**src/rtl/irq_arb_pkg.sv**
```systemverilog
package irq_arb_pkg;

  // Fixed sources occupy the lowest exception numbers.
  localparam int FIXED_SRCS = 2;
  localparam int NUM_RESET  = 0;
  localparam int NUM_FAULT  = 1;

  // Rank class: smaller value is more urgent.
  typedef enum logic [1:0] {
    CL_RESET = 2'd0,
    CL_FAULT = 2'd1,
    CL_LINE  = 2'd2,
    CL_IDLE  = 2'd3
  } exc_class_e;

endpackage

```
**src/rtl/irq_prio_regs.sv**
```systemverilog
module irq_prio_regs #(
  parameter int NUM_LINES = 8,
  parameter int PRIO_W    = 3,
  parameter int LINE_W    = 3
) (
  input  logic                               clk,
  input  logic                               rst,
  input  logic                               we,
  input  logic [LINE_W-1:0]                  widx,
  input  logic [PRIO_W-1:0]                  wdata,
  output logic [NUM_LINES-1:0][PRIO_W-1:0]   prio_o
);

  logic [NUM_LINES-1:0][PRIO_W-1:0] prio_q;

  always_ff @(posedge clk) begin
    if (rst) begin
      prio_q <= '0;
    end else if (we && (32'(widx) < NUM_LINES)) begin
      prio_q[widx] <= wdata;
    end
  end

  assign prio_o = prio_q;

endmodule

```
**src/rtl/irq_pend_bank.sv**
```systemverilog
module irq_pend_bank #(
  parameter int NUM_SRC = 10,
  parameter int NUM_W   = 4
) (
  input  logic               clk,
  input  logic               rst,
  input  logic [NUM_SRC-1:0] req,
  input  logic               ack_valid,
  input  logic [NUM_W-1:0]   ack_num,
  output logic [NUM_SRC-1:0] pend_o
);

  logic [NUM_SRC-1:0] req_q;
  logic [NUM_SRC-1:0] pend_q;

  always_ff @(posedge clk) begin
    if (rst) req_q <= '0;
    else     req_q <= req;
  end

  for (genvar i = 0; i < NUM_SRC; i++) begin : g_flag
    logic rise;
    logic clr;
    assign rise = req[i] && !req_q[i];
    assign clr  = ack_valid && (ack_num == NUM_W'(i));
    always_ff @(posedge clk) begin
      if (rst)       pend_q[i] <= 1'b0;
      else if (rise) pend_q[i] <= 1'b1;
      else if (clr)  pend_q[i] <= 1'b0;
    end
  end

  assign pend_o = pend_q;

endmodule

```
**src/rtl/irq_pick.sv**
```systemverilog
module irq_pick #(
  parameter int NUM_SRC = 10,
  parameter int NUM_W   = 4,
  parameter int KEY_W   = 5
) (
  input  logic [NUM_SRC-1:0]            pend,
  input  logic [NUM_SRC-1:0][KEY_W-1:0] keys,
  output logic                          found,
  output logic [NUM_W-1:0]              win_idx,
  output logic [KEY_W-1:0]              win_key
);

  // Ascending scan with strict compare: equal keys keep the lower number.
  always_comb begin
    found   = 1'b0;
    win_idx = '0;
    win_key = '0;
    for (int i = 0; i < NUM_SRC; i++) begin
      if (pend[i] && (!found || (keys[i] < win_key))) begin
        found   = 1'b1;
        win_idx = NUM_W'(i);
        win_key = keys[i];
      end
    end
  end

endmodule

```
**src/rtl/irq_prio_arbiter.sv**
```systemverilog
module irq_prio_arbiter #(
  parameter int NUM_LINES = 8,
  parameter int PRIO_W    = 3,
  parameter int LINE_W    = (NUM_LINES > 1) ? $clog2(NUM_LINES) : 1,
  parameter int NUM_W     = $clog2(NUM_LINES + irq_arb_pkg::FIXED_SRCS)
) (
  input  logic                 clk,
  input  logic                 rst,
  input  logic [NUM_LINES-1:0] line_req,
  input  logic                 rst_exc_req,
  input  logic                 fault_req,
  input  logic                 prio_we,
  input  logic [LINE_W-1:0]    prio_widx,
  input  logic [PRIO_W-1:0]    prio_wdata,
  input  logic [1:0]           split_sel,
  input  logic                 act_valid,
  input  logic [NUM_W-1:0]     act_num,
  input  logic                 ack_valid,
  input  logic [NUM_W-1:0]     ack_num,
  output logic                 sel_valid,
  output logic [NUM_W-1:0]     sel_num,
  output logic                 preempt_req
);
  import irq_arb_pkg::*;

  localparam int NUM_SRC = NUM_LINES + FIXED_SRCS;
  localparam int CLS_W   = $bits(exc_class_e);
  localparam int KEY_W   = CLS_W + PRIO_W;

  logic [NUM_LINES-1:0][PRIO_W-1:0] prio_q;
  logic [NUM_SRC-1:0]               req_all;
  logic [NUM_SRC-1:0]               pend_q;
  logic [NUM_SRC-1:0][KEY_W-1:0]    keys;
  logic                             found;
  logic [NUM_W-1:0]                 win_idx;
  logic [KEY_W-1:0]                 win_key;

  irq_prio_regs #(
    .NUM_LINES (NUM_LINES),
    .PRIO_W    (PRIO_W),
    .LINE_W    (LINE_W)
  ) u_regs (
    .clk    (clk),
    .rst    (rst),
    .we     (prio_we),
    .widx   (prio_widx),
    .wdata  (prio_wdata),
    .prio_o (prio_q)
  );

  assign req_all = {line_req, fault_req, rst_exc_req};

  irq_pend_bank #(
    .NUM_SRC (NUM_SRC),
    .NUM_W   (NUM_W)
  ) u_pend (
    .clk       (clk),
    .rst       (rst),
    .req       (req_all),
    .ack_valid (ack_valid),
    .ack_num   (ack_num),
    .pend_o    (pend_q)
  );

  // Ordering key per source: class above full priority value.
  assign keys[NUM_RESET] = {CL_RESET, {PRIO_W{1'b0}}};
  assign keys[NUM_FAULT] = {CL_FAULT, {PRIO_W{1'b0}}};
  for (genvar i = 0; i < NUM_LINES; i++) begin : g_key
    assign keys[FIXED_SRCS + i] = {CL_LINE, prio_q[i]};
  end

  irq_pick #(
    .NUM_SRC (NUM_SRC),
    .NUM_W   (NUM_W),
    .KEY_W   (KEY_W)
  ) u_pick (
    .pend    (pend_q),
    .keys    (keys),
    .found   (found),
    .win_idx (win_idx),
    .win_key (win_key)
  );

  // Preemption rank: class above group field only.
  logic [CLS_W-1:0]  win_cls;
  logic [PRIO_W-1:0] win_grp;
  logic [CLS_W-1:0]  act_cls;
  logic [PRIO_W-1:0] act_grp;
  logic [NUM_W-1:0]  act_off;
  logic              preempt_nxt;

  assign win_cls = win_key[KEY_W-1 -: CLS_W];
  assign win_grp = win_key[PRIO_W-1:0] >> split_sel;
  assign act_off = act_num - NUM_W'(FIXED_SRCS);

  always_comb begin
    act_cls = CL_IDLE;
    act_grp = '1;
    if (act_valid) begin
      if (act_num == NUM_W'(NUM_RESET)) begin
        act_cls = CL_RESET;
        act_grp = '0;
      end else if (act_num == NUM_W'(NUM_FAULT)) begin
        act_cls = CL_FAULT;
        act_grp = '0;
      end else if (32'(act_off) < NUM_LINES) begin
        act_cls = CL_LINE;
        act_grp = prio_q[act_off[LINE_W-1:0]] >> split_sel;
      end
    end
  end

  assign preempt_nxt = found && ({win_cls, win_grp} < {act_cls, act_grp});

  always_ff @(posedge clk) begin
    if (rst) begin
      sel_valid   <= 1'b0;
      sel_num     <= '0;
      preempt_req <= 1'b0;
    end else begin
      sel_valid   <= found;
      sel_num     <= win_idx;
      preempt_req <= preempt_nxt;
    end
  end

endmodule

```
**config.mk**
```make
export PLATFORM = sky130hd
export DESIGN_NAME = irq_prio_arbiter
export DESIGN_NICKNAME = d
export VERILOG_FILES = /design/src/rtl/irq_arb_pkg.sv /design/src/rtl/irq_prio_regs.sv /design/src/rtl/irq_pend_bank.sv /design/src/rtl/irq_pick.sv /design/src/rtl/irq_prio_arbiter.sv
export SDC_FILE = /design/constraint.sdc
export NUM_CORES = 1
export LEC_CHECK = 0
export BUFFER_PORTS_ARGS = -buffer_cell sky130_fd_sc_hd__buf_2
export CORE_UTILIZATION = 50
export CTS_CLUSTER_SIZE = 28
export DETAILED_ROUTE_END_ITERATION = 16
export PLACE_DENSITY = 0.72
export SLEW_MARGIN = 20
export SYNTH_ARGS = -nofsm -noshare
export SYNTH_HDL_FRONTEND = slang
export SYNTH_SLANG_ARGS = --single-unit
```
**constraint.sdc**
```tcl
create_clock -name clk -period 9.72 [get_ports clk]
set_input_delay 2.916 -clock clk [delete_from_list [all_inputs] [get_ports clk]]
set_output_delay 2.916 -clock clk [all_outputs]
set_load 0.1 [all_outputs]
```
* Yosys cells after proc, flatten, opt, wreduce, memory -nomap -nowiden
Index checks and enable logic that the tools add are counted.
** Word-level totals
- Register bits after elaboration :: 50
- Bits of input ports :: 31
- Output and inout bits :: 6
** Operators by class
- Add/subtract/negate cells :: 1
- Order comparisons :: 13
- Equality and inequality tests :: 10
- Shifts and indexed selects :: 2
- Mux-type cells :: 61
- Reduce and logical (&&, ||, !) cells :: 71
** Operator list (number)
- $lt 5x5->1 :: 8
- $mux 5 :: 8
- $mux 1 :: 32
- $logic_and 1x1->1 :: 31
- $mux 3 :: 10
- $bwmux 24 :: 1
- $reduce_bool 2->1 :: 10
- $logic_not 1->1 :: 19
- $eq 4x3->1 const B :: 4
- $mux 4 :: 3
- $mux 2 :: 5
- $bmux 3 s3 :: 1
- $demux 3 s3 :: 1
- $eq 4x1->1 const B :: 2
- $eq 4x2->1 const B :: 2
- $eq 4x4->1 const B :: 2
- $logic_not 4->1 :: 2
- $logic_or 1x1->1 :: 8
- $lt 3x4->1 const B :: 2
- $shr 3x2->3 :: 2
- $lt 5x4->1 :: 1
- $lt 4x4->1 const B :: 1
- $sub 4x2->4 const B :: 1
- $ge 3x1->1 const B :: 1
- $reduce_or 3->1 :: 1

* Logic depth before layout (Yosys ltp)
Gate-level depths: netlist of the first run.
- Word-level depth :: 39
- Mapped depth :: 59
- Mapped depth without buffers :: 57

* Hierarchy
From an unflattened synthesis of the first run, not the netlist that was laid out.
** Unflattened totals
- Cell total of the unflattened synthesis :: 520
- Area total of the unflattened synthesis :: 4385.5 um^2
** By module, submodules not included
- irq_pick :: instances 1, cells each 288, area an instance 2052.0 um^2
- irq_prio_regs :: instances 1, cells each 90, area an instance 994.7 um^2
- irq_pend_bank :: instances 1, cells each 69, area an instance 681.9 um^2
- irq_prio_arbiter :: instances 1, cells each 73, area an instance 656.9 um^2

* Worst setup path after synthesis of the first run
No wires, ideal clock.
- Path type :: reg2reg
- From :: register u_pend.pend_q[0] (netlist: u_pend.pend_o[0])
- To :: register preempt_req
- Library setup time :: 0.125 ns
- Data arrival time :: 10.552 ns
- Path slack :: -0.957 ns
- Stages on the path, launching flop included :: 58
- Clock period less this slack :: 10.677 ns
- Path through :: dfxtp_1 buf_6 nor2_4 nand3_1 ha_1 nand3_1 o221ai_1 mux2_2 ha_1 a21oi_1 nand2_1 a211o_1 a21o_1 nand2_1 ha_1 a21oi_1 nand2_1 o21bai_1 (+22 left out) nand2_1 ha_1 a211oi_1 nand2_1 or2_2 o31ai_4 a21oi_1 o21a_1 a211oi_2 ha_1 a21oi_1 nor2b_1 o21ai_0 and3b_1 nand2_1 inv_1 a311oi_1 a31oi_1
** On the way
- Word-level cells in the longest chain between the ends :: 39
- Elaborated cells between the ends (all ways) :: 56
** Ends and longest elaborated chain
- from (decl) :: RTL line irq_pend_bank.sv:14 : logic [NUM_SRC-1:0] pend_q;
- from (signal, indexed assignment) :: RTL line irq_pend_bank.sv:27 : if (rst) pend_q[i] <= 1'b0;
- from (signal, indexed assignment) :: RTL line irq_pend_bank.sv:28 : else if (rise) pend_q[i] <= 1'b1;
- from (signal, indexed assignment) :: RTL line irq_pend_bank.sv:29 : else if (clr) pend_q[i] <= 1'b0;
- $mux 1 (*) :: RTL line irq_pick.sv:19 : if (pend[i] && (!found || (keys[i] < win_key))) begin
- $logic_not 1->1 :: RTL line irq_pick.sv:19
- $logic_and 1x1->1 :: RTL line irq_pick.sv:19
- $mux 4 or $mux 1 (tied branches) :: RTL line irq_pick.sv:19
- $lt 5x4->1 or $logic_not 1->1 (tied branches) :: RTL line irq_pick.sv:19
- $logic_or 1x1->1 :: RTL line irq_pick.sv:19
- $logic_and 1x1->1 :: RTL line irq_pick.sv:19
- $mux 5 or $mux 1 (tied branches) :: RTL line irq_pick.sv:19
- (+23 left out)
- $mux 5 or $mux 1 (tied branches) :: RTL line irq_pick.sv:19
- $lt 5x5->1 or $logic_not 1->1 (tied branches) :: RTL line irq_pick.sv:19
- $logic_or 1x1->1 :: RTL line irq_pick.sv:19
- $logic_and 1x1->1 :: RTL line irq_pick.sv:19
- $mux 5 :: RTL line irq_pick.sv:19
- $shr 3x2->3 :: RTL line irq_prio_arbiter.sv:93 : assign win_grp = win_key[PRIO_W-1:0] >> split_sel;
- $lt 5x5->1 :: RTL line irq_prio_arbiter.sv:113 : assign preempt_nxt = found && ({win_cls, win_grp} < {act_cls, act_grp});
- $logic_and 1x1->1 (*) :: RTL line irq_prio_arbiter.sv:113
- to (signal assigned) :: RTL line irq_prio_arbiter.sv:123 : preempt_req <= preempt_nxt;
- to (decl) :: RTL line irq_prio_arbiter.sv:22 : output logic preempt_req
Mark *: on every way between the ends. The rest lies on a longest branch, timed or not.
A chain may end at the register's enable or synchronous reset.

* Worst setup path in the final report of the first run
- From :: register u_pend.pend_q[1] (netlist: u_pend.pend_o[1])
- To :: register preempt_req
** On the way
- Word-level cells in the longest chain between the ends :: 37
- Elaborated cells between the ends (all ways) :: 54
** Ends and longest elaborated chain (RTL line)
- $logic_and 1x1->1 (*) :: irq_pick.sv:19
- $mux 4 or $mux 1 (tied branches) :: irq_pick.sv:19
- $lt 5x4->1 or $logic_not 1->1 (tied branches) :: irq_pick.sv:19
- $logic_or 1x1->1 :: irq_pick.sv:19
- $logic_and 1x1->1 :: irq_pick.sv:19
- $mux 5 or $mux 1 (tied branches) :: irq_pick.sv:19
- $lt 5x5->1 or $logic_not 1->1 (tied branches) :: irq_pick.sv:19
- $logic_or 1x1->1 :: irq_pick.sv:19
- (+21 left out)
- $mux 5 or $mux 1 (tied branches) :: irq_pick.sv:19
- $lt 5x5->1 or $logic_not 1->1 (tied branches) :: irq_pick.sv:19
- $logic_or 1x1->1 :: irq_pick.sv:19
- $logic_and 1x1->1 :: irq_pick.sv:19
- $mux 5 :: irq_pick.sv:19
- $shr 3x2->3 :: irq_prio_arbiter.sv:93
- $lt 5x5->1 :: irq_prio_arbiter.sv:113
- $logic_and 1x1->1 (*) :: irq_prio_arbiter.sv:113
Marked as above.

==> results.tsv, run 1 <==
metric	value	unit
status	complete, but fails checks	
violations	negative setup slack	
cts_tree	done	
hold_ws	474	ps
finalPower	621	µW
synth-edff-count	0	
cp-endpoint	preempt_req$_SDFF_PP0_	
hpwl	6890	µm
synthTopCellsByArea	dfxtp_1 29%, mux2i_1 7.5%, ha_1 6.8%	
synth_nets	437	
ff2ff_setup_slack	-920	ps
synth_common_cells	50 x dfxtp_1, 40 x nor2_1, 28 x a21oi_1, 26 x mux2i_1, 23 x o21ai_0	
pin_count	37	
slew_headroom	43.5	%
dp_cells	540	
ys_seq_elements	50	
cts_inserted_buffers	5	
routabilityCongestion	0.880	
vdd.ir_drop.worst	0.0000989	V
syn_inst	387	
max_stage_delay	350	ps
final_core_util	71.3	%
portBuffers	36	
fin_nets	546	
vias	3559	
synth-warning-count	0	
insertion_delay	310	ps
wire_per_inst	18.8	µm
worst-endpoint-arrival	10840	ps
drc_errors	0	
yosysSeqAreaShare	28.7	%
fin_crit_sh	110	%
worst_pin_slew	848	ps
overflow	0	
path_delay_family	compound AO/OA/AOI/OAI gates	
period_minus_slack	10640	ps
synth_largest_area_cell	dfxtp_1	
h-tree-depth	2	
hp-class	flop to flop	
grt_pass1_wl	16700	µm
p_leak	2.05	nW
critPathMaxFanout	5	
fin_skew	8.96	ps
cpMostUsedCell	ha_4	
syn_avg_cell_area	9.00	µm²
r2r_end	preempt_req$_SDFF_PP0_	
maxSlewViolCount	0	
antenna_cells	0	
clock_sinks	50	
wl	10900	µm
max_freq	93.9	MHz
async_flop_share	0	%
syn_area	0.00348	mm²
ys_types	73	
crit_slowest_cell	mux2_4	
detail_route.vias_per_cell	6.17	
critPathLaunchType	flop	
drt_iter0_markers	213	
drt_pre_antenna_iters	5	
drt-met1-wl	4570	µm
setup_slack	-925	ps
hold_violations	0	
worst_r2r_path_depth	59	
dieArea	0.00730	mm²
area_growth	38.3	%
core_area	0.00676	mm²
path_clk_slew	90	ps
critPathLaunch	u_pend.pend_o[1]$_SDFFE_PP0P_	
grt_pass1_vias	3418	
path_depth	59	
yosysTopAreaCellShare	28.7	%
tns	-925	ps
root_buffer	clkbuf_8	
finalNonFillerCells	577	
wl_met3	693	µm
antenna_found_initial	0	
ant_nets	0	
clk_path_buf_depth	2	
start_util	51.5	%
synthFlopType	dfxtp_1	
die_h	85.5	µm
r2r-start	u_pend.pend_o[1]$_SDFFE_PP0P_	
routed.top_layer	met4	
row_count	30	
yosysMostFrequentCell	dfxtp_1	
crit_required	9910	ps
path_buf_inv	6	
wl_met2	5210	µm
rsz0062_at_grt	true	
maxCapViolCount	0	
crit_path_end_kind	flop	
gr-usage-all-layers	29.0	%
critical_path_class	flop to flop	
setup_viol	1	
drive_gt1_share	42.5	%
grt_max_degree	49	
power_density	129	mW/mm²
die_w	85.5	µm
hold_buffers	0	
==> how the worst min path moves through the flow <==
stage / start / to / slack (ps) / cells after the start
after floorplan: u_pend.req_q[0]$_SDFF_PP0_ / u_pend.pend_o[0]$_SDFFE_PP0P_ / 460 / 2
after global placement: u_pend.req_q[4]$_SDFF_PP0_ / u_pend.pend_o[4]$_SDFFE_PP0P_ / 470 / 2
after detailed placement: u_pend.req_q[5]$_SDFF_PP0_ / u_pend.pend_o[5]$_SDFFE_PP0P_ / 470 / 2
after CTS: u_pend.req_q[5]$_SDFF_PP0_ / u_pend.pend_o[5]$_SDFFE_PP0P_ / 480 / 2
after global routing: u_pend.req_q[5]$_SDFF_PP0_ / u_pend.pend_o[5]$_SDFFE_PP0P_ / 510 / 2
final: u_pend.req_q[5]$_SDFF_PP0_ / u_pend.pend_o[5]$_SDFFE_PP0P_ / 470 / 2
==> worst reg2reg max path, delay by kind of cell (launching register included) <==
family / cells / cell delay [ps]
muxes: 1 / 350
AOI/OAI and AO/OA: 30 / 5100
buffers and inverters: 6 / 750
DFF: 1 / 340
adders and majority gates: 8 / 2180
and+or+nand+nor: 14 / 1800
==> flip-flops by register name, summed over array words and instances (netlist names) <==
register and count:
u_pend.pend_o 10, u_pend.req_q 10, preempt_req 1, sel_num 4, u_regs.prio_o 24, sel_valid 1
==> metrics by stage <==
step | setup WS [ps] | instance area (µm²)
2_1_floorplan | -376 | 3640
3_3_place_gp | -354 | 4210
3_5_place_dp | -538 | 4210
4_1_cts | -398 | 4650
5_1_grt | -1220 | 4810
6_report | -925 | 4810
==> cell families (layout without fill, tap and decap cells) <==
kind of cell,Yosys count,after routing,synth area share (%)
muxes,37,37,13.0
AOI/OAI and AO/OA,109,109,24.1
adders and majority gates,19,19,6.83
DFF,50,50,28.7
and+or+nand+nor,144,144,23.0
buffers and inverters,27,137,4.13
xor gates and xnor gates,1,1,0.252
==> layer usage <==
layer / vias up / track usage [%]
met2: 150 / 48.9
met4: 0 / 11.2
met5: - / 0
li1: 1653 / -
met3: 45 / 5.06
met1: 1711 / 36.8
==> final cells by class <==
type | instances | area [µm²]
Timing Repair Buffer | 118 | 796
Inverter | 11 | 41.3
Sequential cell | 50 | 1000
Clock buffer | 6 | 82.6
Multi-Input combinational cell | 310 | 2730
Tap cell | 80 | 100
Clock inverter | 2 | 60.1
Fill cell | 480 | 1940
==> power by group <==
group	total, mW	switching [mW]	internal, mW
registers	0.225	0.00897	0.216
clock network	0.180	0.0705	0.110
logic	0.216	0.121	0.0949
==> placed cells by master (no fill, tap or decap), types with 9 or more instances in the layout <==
master,synthesis,routed
inv_1,11,11
nand2b_1,16,15
buf_4,1,82
o21ai_0,23,19
mux2i_1,26,26
dfxtp_1,50,48
ha_1,19,9
nor2_1,40,38
nor2b_1,13,13
nand2_1,21,17
a21oi_1,28,20
buf_2,0,36
==> timing repair <==
| item | CTS | global route |
|---|---|---|
| endpoints found under the setup margin | 1 | 3 |
| gates cloned | 0 | 0 |
| setup buffers | 18 | 11 |
| resized for setup | 29 | 17 |
| pin swaps | 32 | 22 |
(Power assumes the default switching activity.)
==> run 2: changes to the inputs <==
--- a/config.mk
+++ b/config.mk
@@ -5,11 +5,12 @@
 export SDC_FILE = /design/constraint.sdc
 export NUM_CORES = 1
 export LEC_CHECK = 0
+export ABC_AREA = 1
 export BUFFER_PORTS_ARGS = -buffer_cell sky130_fd_sc_hd__buf_2
 export CORE_UTILIZATION = 50
 export CTS_CLUSTER_SIZE = 28
 export DETAILED_ROUTE_END_ITERATION = 16
-export PLACE_DENSITY = 0.72
+export PLACE_DENSITY_LB_ADDON = 0.08
 export SLEW_MARGIN = 20
 export SYNTH_ARGS = -nofsm -noshare
 export SYNTH_HDL_FRONTEND = slang
==> constraint.sdc (replaced) <==
create_clock -name clk -period 8.6 [get_ports clk]
set_input_delay 2.58 -clock clk [delete_from_list [all_inputs] [get_ports clk]]
set_output_delay 2.58 -clock clk [all_outputs]
set_load 0.1 [all_outputs]
==> run 2 against run 1 <==
  * The flow now finishes without violations
  * Synthesized cell count grew 24%
  * Cell count grew 2.4%
  * Non-clock buffer count shrank 80
  * Via count shrank 15%
  * Hold slack gained 32 ps
  * Flip-flop and latch count is the same
  * Critical path depth grew 9
  * Wire length shrank 35%
  * Clock-buffer cell count shrank 1
  * Die area shrank 9.0%
  * Critical endpoint unchanged
  * Largest power group unchanged
  * Highest routed layer unchanged
==> results.tsv, run 2 <==
metric	value	unit
path_clk_slew	90	ps
fin_skew	7.93	ps
start_util	52.5	%
setup_viol	0	
worst-endpoint-arrival	8170	ps
cts_tree	done	
drt_iter0_markers	144	
hpwl	5680	µm
max_freq	126	MHz
insertion_delay	310	ps
overflow	0	
rsz0062_at_grt	false	
syn_area	0.00316	mm²
power_density	187	mW/mm²
synth_common_cells	89 x nor2_1, 75 x nand2_1, 67 x inv_1, 50 x dfxtp_1, 44 x o21ai_0	
slew_headroom	55.5	%
pin_count	37	
synthTopCellsByArea	dfxtp_1 32%, nor2_1 11%, nand2_1 8.9%	
root_buffer	clkbuf_8	
hold_violations	0	
path_delay_family	simple AND/OR/NAND/NOR gates	
synth-warning-count	0	
die_h	81.5	µm
antenna_cells	0	
wl	7090	µm
async_flop_share	0	%
yosysMostFrequentCell	nor2_1	
antenna_found_initial	0	
hold_depth	2	
grt_pass1_wl	11800	µm
synth-edff-count	0	
status	finished, final reports clean	
portBuffers	36	
vdd.ir_drop.worst	0.000113	V
grt_pass1_vias	2747	
row_count	28	
gr-usage-all-layers	23.1	%
crit_path_end_kind	flop	
dp_cells	582	
path_buf_inv	5	
crit_required	8850	ps
period_minus_slack	7920	ps
p_leak	1.86	nW
fin_crit_sh	92.1	%
h-tree-depth	2	
cpMostUsedCell	nand2_1	
worst_r2r_path_depth	68	
r2r_end	preempt_req$_SDFF_PP0_	
largest_reg_flops	24	
synth_largest_area_cell	dfxtp_1	
ys_seq_elements	50	
synth_nets	528	
dieArea	0.00665	mm²
ys_types	34	
maxSlewViolCount	0	
vias	3014	
min_to	u_pend.pend_o[2]$_SDFFE_PP0P_	
setup_slack	677	ps
maxCapViolCount	0	
routabilityCongestion	0.838	
synthFlopType	dfxtp_1	
worstHoldStart	u_pend.pend_o[2]$_SDFFE_PP0P_	
syn_inst	478	
clk_path_buf_depth	2	
crit_slowest_cell	dfxtp_2	
final_common_cell	nor2_1	
critPathMaxFanout	9	
clock_sinks	50	
worst_pin_slew	667	ps
max_stage_delay	350	ps
area_growth	13.3	%
ff2ff_setup_slack	680	ps
drc_errors	0	
hp-class	flop to flop	
drt_pre_antenna_iters	4	
tns	0	ps
yosysTopAreaCellShare	31.7	%
detail_route.vias_per_cell	5.10	
syn_avg_cell_area	6.61	µm²
final_cell_mix	89 x nor2_1, 75 x nand2_1, 67 x inv_1, 47 x dfxtp_1, 37 x o21ai_0	
critical_path_class	flop to flop	
r2r-start	u_pend.pend_o[0]$_SDFFE_PP0P_	
critPathLaunchType	flop	
drive_gt1_share	18.6	%
die_w	81.5	µm
grt_max_degree	26	
core_area	0.00603	mm²
cts_inserted_buffers	5	
yosysSeqAreaShare	31.7	%
fin_nets	565	
ant_nets	0	
final_core_util	59.4	%
wire_per_inst	12.0	µm
dp_slack	26.8	ps
finalNonFillerCells	591	
==> run 2: cell types whose count changed in the layout (fill, tap and decap cells not counted), sizes merged, moves of 15 or more <==
cell    delta
buf       -80
inv       +59
mux2i     -23
nand2     +78
nand2b    -16
nand3     +15
nor2      +49
o21ai     +23
==> run 2: metal layers <==
metal	up-vias	global-route usage, %	wire (µm)
li1	1613	-	-
met1	1353	29.0	3450
met2	34	39.5	3310
met3	14	3.89	180
met4	0	8.57	159
met5	-	0	0
==> run 2: where the power goes <==
part	leakage (nW)	switching [mW]	internal, mW
clock network	0.0579	0.0783	0.0857
logic	1.39	0.163	0.0853
registers	0.412	0.0106	0.246
total	1.86	0.252	0.417
==> run 2: repair_timing <==
item | CTS | global route
gates cloned | 0 | 0
pin swaps | 0 | 0
setup endpoints to repair | 1 | 3
gates resized for setup | 1 | 19
hold buffers | 0 | 0
buffers inserted | 0 | 1
==> run 2: area by class of cell <==
type / count / area, µm²
fillers: 606 / 2440
multi-input cells: 349 / 1910
flip-flops and latches: 50 / 1000
inverters: 71 / 267
repair buffers: 38 / 195
well taps: 75 / 93.8
clock buffers: 5 / 68.8
clock inverters: 3 / 40.0
==> run 2: worst register-to-register path, delay by kind of cell, from the launching register on <==
family / cells / cell delay (ps)
AOI/OAI and AO/OA: 15 / 1630
adders and majority gates: 8 / 2340
buffers and inverters: 5 / 340
DFF: 1 / 350
and+or+nand+nor: 40 / 3180
==> run 2: cell families after synthesis <==
group	after synthesis	share of synthesized area [%]
buf+inv	79	9.38
mux	3	0.950
compound gates	104	18.2
fa+ha+maj	19	7.52
xor+xnor	1	0.277
simple gates	222	32.1
flops	50	31.7
==> run 2: worst max path at each step <==
stage	start	to	cells after the start
2_1_floorplan	u_pend.pend_o[0]$_SDFFE_PP0P_	preempt_req$_SDFF_PP0_	61
3_5_place_dp	u_pend.pend_o[0]$_SDFFE_PP0P_	preempt_req$_SDFF_PP0_	62
4_1_cts	u_pend.pend_o[0]$_SDFFE_PP0P_	preempt_req$_SDFF_PP0_	62
6_report	u_pend.pend_o[0]$_SDFFE_PP0P_	preempt_req$_SDFF_PP0_	68
3_3_place_gp	u_pend.pend_o[2]$_SDFFE_PP0P_	preempt_req$_SDFF_PP0_	63
5_1_grt	u_pend.pend_o[0]$_SDFFE_PP0P_	preempt_req$_SDFF_PP0_	69
==> run 2: through the flow <==
step / cell area [µm²] / hold WS [ps] / total power [mW]
2_1_floorplan: 3160 / 456 / 0.457
3_3_place_gp: 3410 / 483 / 0.499
3_5_place_dp: 3410 / 496 / 0.504
4_1_cts: 3520 / 509 / 0.667
5_1_grt: 3580 / 545 / 0.715
6_report: 3580 / 506 / 0.669
